### config.mk
export PLATFORM = sky130hd
export DESIGN_NAME = eval_stack
export DESIGN_NICKNAME = d
export VERILOG_FILES = /design/src/rtl/eval_stack.sv
export SDC_FILE = /design/constraint.sdc
export NUM_CORES = 2
export LEC_CHECK = 0
export BUFFER_PORTS_ARGS = -buffer_cell sky130_fd_sc_hd__buf_4
export CORE_UTILIZATION = 30
export CTS_CLUSTER_DIAMETER = 60
export DETAILED_ROUTE_END_ITERATION = 16
export GPL_ROUTABILITY_DRIVEN = 0
export MAX_ROUTING_LAYER = met4
export PLACE_DENSITY = 0.47
export SYNTH_ARGS = -nofsm -noshare
export SYNTH_HDL_FRONTEND = slang
export SYNTH_SLANG_ARGS = --single-unit
### constraint.sdc
create_clock -name clk -period 13.35 [get_ports clk]
set_input_delay 0.6675 -clock clk [delete_from_list [all_inputs] [get_ports clk]]
set_output_delay 0.6675 -clock clk [all_outputs]
set_load 0.005 [all_outputs]
### src/rtl/eval_stack.sv
module eval_stack #(
  parameter int WIDTH = 32,
  parameter int DEPTH = 64,
  localparam int PW = $clog2(DEPTH)
) (
  input  logic             clk,
  input  logic             rst_n,
  input  logic             step,
  input  logic [1:0]       sp_adj,
  input  logic             push,
  input  logic [WIDTH-1:0] top_in,
  output logic [WIDTH-1:0] top_x,
  output logic [WIDTH-1:0] second_y,
  output logic [PW-1:0]    sp,
  output logic             stack_err
);

  logic [WIDTH-1:0] mem [DEPTH];
  logic [1:0]       adj_eff;
  logic [PW:0]      sp_sum;
  logic             out_of_range;
  logic             accept;

  assign adj_eff      = (sp_adj == 2'b10) ? 2'b00 : sp_adj;
  assign sp_sum       = {1'b0, sp} + {{(PW-1){adj_eff[1]}}, adj_eff};
  assign out_of_range = sp_sum[PW];
  assign accept       = step && !out_of_range;
  assign second_y     = mem[sp];

  always_ff @(posedge clk or negedge rst_n) begin
    if (!rst_n) begin
      sp        <= '0;
      top_x     <= '0;
      stack_err <= 1'b0;
    end else begin
      stack_err <= step && out_of_range;
      if (accept) begin
        sp    <= sp_sum[PW-1:0];
        top_x <= top_in;
      end
    end
  end

  always_ff @(posedge clk) begin
    if (accept && push) mem[sp_sum[PW-1:0]] <= top_x;
  end

  AST_SP_MOVES_BY_ONE: assert property (@(posedge clk) disable iff (!rst_n)
    1'b1 |=> (sp == $past(sp) || sp == $past(sp) + 1'b1 || sp == $past(sp) - 1'b1));

  AST_IDLE_HOLDS: assert property (@(posedge clk) disable iff (!rst_n)
    !step |=> ($stable(sp) && $stable(top_x)));

  AST_NEW_TOP: assert property (@(posedge clk) disable iff (!rst_n)
    (step && !stack_err && sp_adj == 2'b00) |=> (top_x == $past(top_in) || stack_err));

  AST_PUSH_SHOWS_Y: assert property (@(posedge clk) disable iff (!rst_n)
    (step && push && sp_adj == 2'b01 && sp != PW'(DEPTH-1)) |=> (second_y == $past(top_x)));

  AST_UNDERFLOW_HOLD: assert property (@(posedge clk) disable iff (!rst_n)
    (step && sp_adj == 2'b11 && sp == '0) |=> (stack_err && $stable(sp) && $stable(top_x)));

  AST_OVERFLOW_HOLD: assert property (@(posedge clk) disable iff (!rst_n)
    (step && sp_adj == 2'b01 && sp == PW'(DEPTH-1)) |=> (stack_err && $stable(sp) && $stable(top_x)));

  AST_ERR_NEEDS_STEP: assert property (@(posedge clk) disable iff (!rst_n)
    !step |=> !stack_err);

endmodule

==> qor.csv <==
metric,value,unit
dp.cells,7109,
fin_area,92460,um^2
hold_path_class,input port to flip-flop,
cp_max_fo,42,
maxCapViolations,0,
status,completed,
tightestPinTransition,1044,ps
rr_worst_depth,8,
clk_pin_slew,60,ps
p_total,19.35,mW
r2r_start,sp[0]$_DFFE_PN0P_,
cts_made_buffers,212,
slew_headroom,30.39,%
rsz0062_at_grt,false,
switching_share,32.67,%
period_needed,6456,ps
leakage,28.41,nW
first_global_vias,39811,
utilization,35.16,%
yosysSeqAreaShare,78.48,%
drt-total-wl,242600,um
dieWidth,517.1,um
powerDensity,209.3,nW/um^2
finClkSkew,38.86,ps
synth_cell_types,59,
io_buffers,108,
synth_top_area_share,77.26,%
synth.area.top_cells,"edfxtp_1 (77%), mux4_2 (13%), mux2i_1 (1.3%)",
r2r_slack,8540,ps
dieArea,267400,um^2
drt_first_pass_iters,5,
via_count,39060,
place_area,85570,um^2
ir_worst_vdd,0.2257,mV
pin_count,109,
cts_setup_buffers,0,
cts_tree,built,
pwr-share-clk,29.9,%
crit_path_max_incr_delay,870,ps
root_buffer,clkbuf_16,
finalMaxSlewViolations,0,
path_common_cell,buf_4,
async_flop_share,1.869,%
cp-end-kind,output port,
rows,188,
synth.avg_cell_area,22.53,um^2
power_frac_comb,29.9,%
clock_latency,860,ps
start_kind,flip-flop,
postRouteAntennaNets,0,
synth_ff_type,edfxtp_1,
drtIter0Drc,4448,
grt_use_total,18.68,%
cts_max_path_buffers,3,
die_h,517.1,um
synthesis.nets,3574,
fin_hold_ws,73.52,ps
core_area,263000,um^2
arrival,5790,ps
crit_end,second_y[3],
fin_ws,6894,ps
place_hpwl,132800,um
syn_to_final_growth,16.15,%
internal-power,13.03,mW
drc,0,
grt_pass1_wl,332600,um
fmax,0.1549,GHz
hold_violations,0,
pwr-share-seq,40.2,%
switchingPower,6.321,mW
synth_edf_count,2048,
start_util,30.27,%
worst_setup_path_startpoint,sp[0]$_DFFE_PN0P_,
yosys_warnings,0,
cp.required,12680,ps
slowest_stage,dfrtp_4,
avgRoutedWirePerCell,32.24,um
crit_chain,"buf_4, buf_4, buf_4, mux4_2, a22oi_1, nand3_1, and3_1, buf_4",
htreeDepth,4,
ys_ff_latch,2087,
viasPerCell,5.190,
finalCritPeriodShare,48.36,%
crit_type,flip-flop to output port,
regToRegEndpoint,mem[49][20]$_DFFE_PP_,
setup_tns,0,ps
drive_above_1_share,29.36,%
setup_violations,0,
antenna_found_initial,18,
netlist_instances,3534,
synthesis.area,79600,um^2
post_layout_nonfiller_instances,7526,
cts_sinks,2087,
synth_area_leader_cell,edfxtp_1,
dp_slack,7517,ps
globalRoute.totalOverflow,0,
grt_max_degree,128,
nets,3873,
==> critical path: cells and delay by family, from the launching register on <==
family / cells / cell delay (ps)
flops: 1 / 870
compound gates: 1 / 400
simple gates: 2 / 370
buf+inv: 4 / 2540
mux: 1 / 620
==> worst min-delay path by stage <==
| stage | startpoint | end | slack (ps) | depth (start not counted) |
|---|---|---|---|---|
| after CTS | top_in[9] | top_x[9]$_DFFE_PN0P_ | 10 | 2 |
| after floorplan | rst_n | sp[0]$_DFFE_PN0P_ | 370 | 0 |
| after global routing | top_in[9] | top_x[9]$_DFFE_PN0P_ | 40 | 2 |
| after detailed placement | top_x[23]$_DFFE_PN0P_ | top_x[23]$_DFFE_PN0P_ | 510 | 1 |
| after global placement | top_x[4]$_DFFE_PN0P_ | top_x[4]$_DFFE_PN0P_ | 500 | 1 |
| final | top_in[9] | top_x[9]$_DFFE_PN0P_ | 70 | 2 |
==> layout by cell type (no fill, tap or decap), drive strengths merged, types with 3 or more instances in the layout <==
cell type    Yosys  routed
dfrtp           39      39
o221ai          75      75
nor4             5       5
o211ai          12      12
and3            20      20
xnor2            4       4
nor2            99      99
a211oi           8       8
a221oi           4       4
o22ai           43      43
or2              4       4
nand2           13      13
a21boi           3       3
edfxtp        2048    2048
o21ai           21      21
a21oi           16      16
inv              1       9
o211a           19      19
dlygate4sd3      0      25
a31oi           18      18
a221o            3       3
and2            11      11
mux4           462     462
mux2i          100     100
or3              4       4
a22oi          124     124
buf            120     265
clkbuf          85     283
clkinv           0      82
nor3            15      15
bufinv           0      13
mux2            46      46
nor2b           15      15
nand3           64      64
diode            0       5
nand4            9       9
nand2b           6       6
==> synth_stat cells (18+ instances only) <==
library cell / count
and3_1: 20
nor2_1: 99
o211a_1: 19
edfxtp_1: 2048
a22oi_1: 124
o22ai_1: 43
a31oi_1: 18
dfrtp_1: 39
nand3_1: 64
mux2_2: 46
buf_2: 65
o221ai_1: 75
clkbuf_1: 85
mux4_2: 462
mux2i_1: 100
buf_4: 33
==> metal layers <==
metal	wire, um	vias to the layer above	global-route usage (%)
li1	-	15779	-
met1	106400	21660	25.36
met2	112800	1310	28.30
met3	16510	311	3.858
met4	6864	0	5.369
met5	0	-	-
==> registers in the layout (all words and copies together) (netlist names) <==
register	cells
sp	6
stack_err	1
top_x	32
mem	2048
==> kinds of logic (layout without fill, tap and decap cells) <==
kind of cell,Yosys count,count (layout),share of synthesized area [%]
and+or+nand+nor,272,272,1.737
DFF,2087,2087,78.48
AOI/OAI and AO/OA,354,354,3.335
adders and majority gates,2,2,0.03143
buffers and inverters,206,678,1.380
other,0,5,0
muxes,608,608,14.98
xor gates and xnor gates,5,5,0.05501
==> power groups by stage <==
stage                     Combinational (mW)  Sequential [mW]  Clock, mW
final                                   5.79             7.78       5.78
after detailed placement                5.89             7.93          0
after CTS                               5.91             7.79       5.90
after floorplan                         3.31             7.92          0
after global placement                  5.89             7.92          0
after global routing                    6.11             7.80       6.14
==> layout make-up <==
class | instances | area (um^2)
fillers | 24482 | 170500
multi-input cells | 1241 | 16590
flip-flops and latches | 2087 | 62530
well taps | 3515 | 4398
diodes | 5 | 12.51
clock buffers | 283 | 5738
clock inverters | 104 | 889.6
inverters | 1 | 3.754
repair buffers | 290 | 2302
==> repair_timing <==
action                    in CTS  in global routing
hold endpoints to repair      63                  0
hold buffers                  25                  0
resized for setup              0                  0
Power figures use the tool's default switching activity.
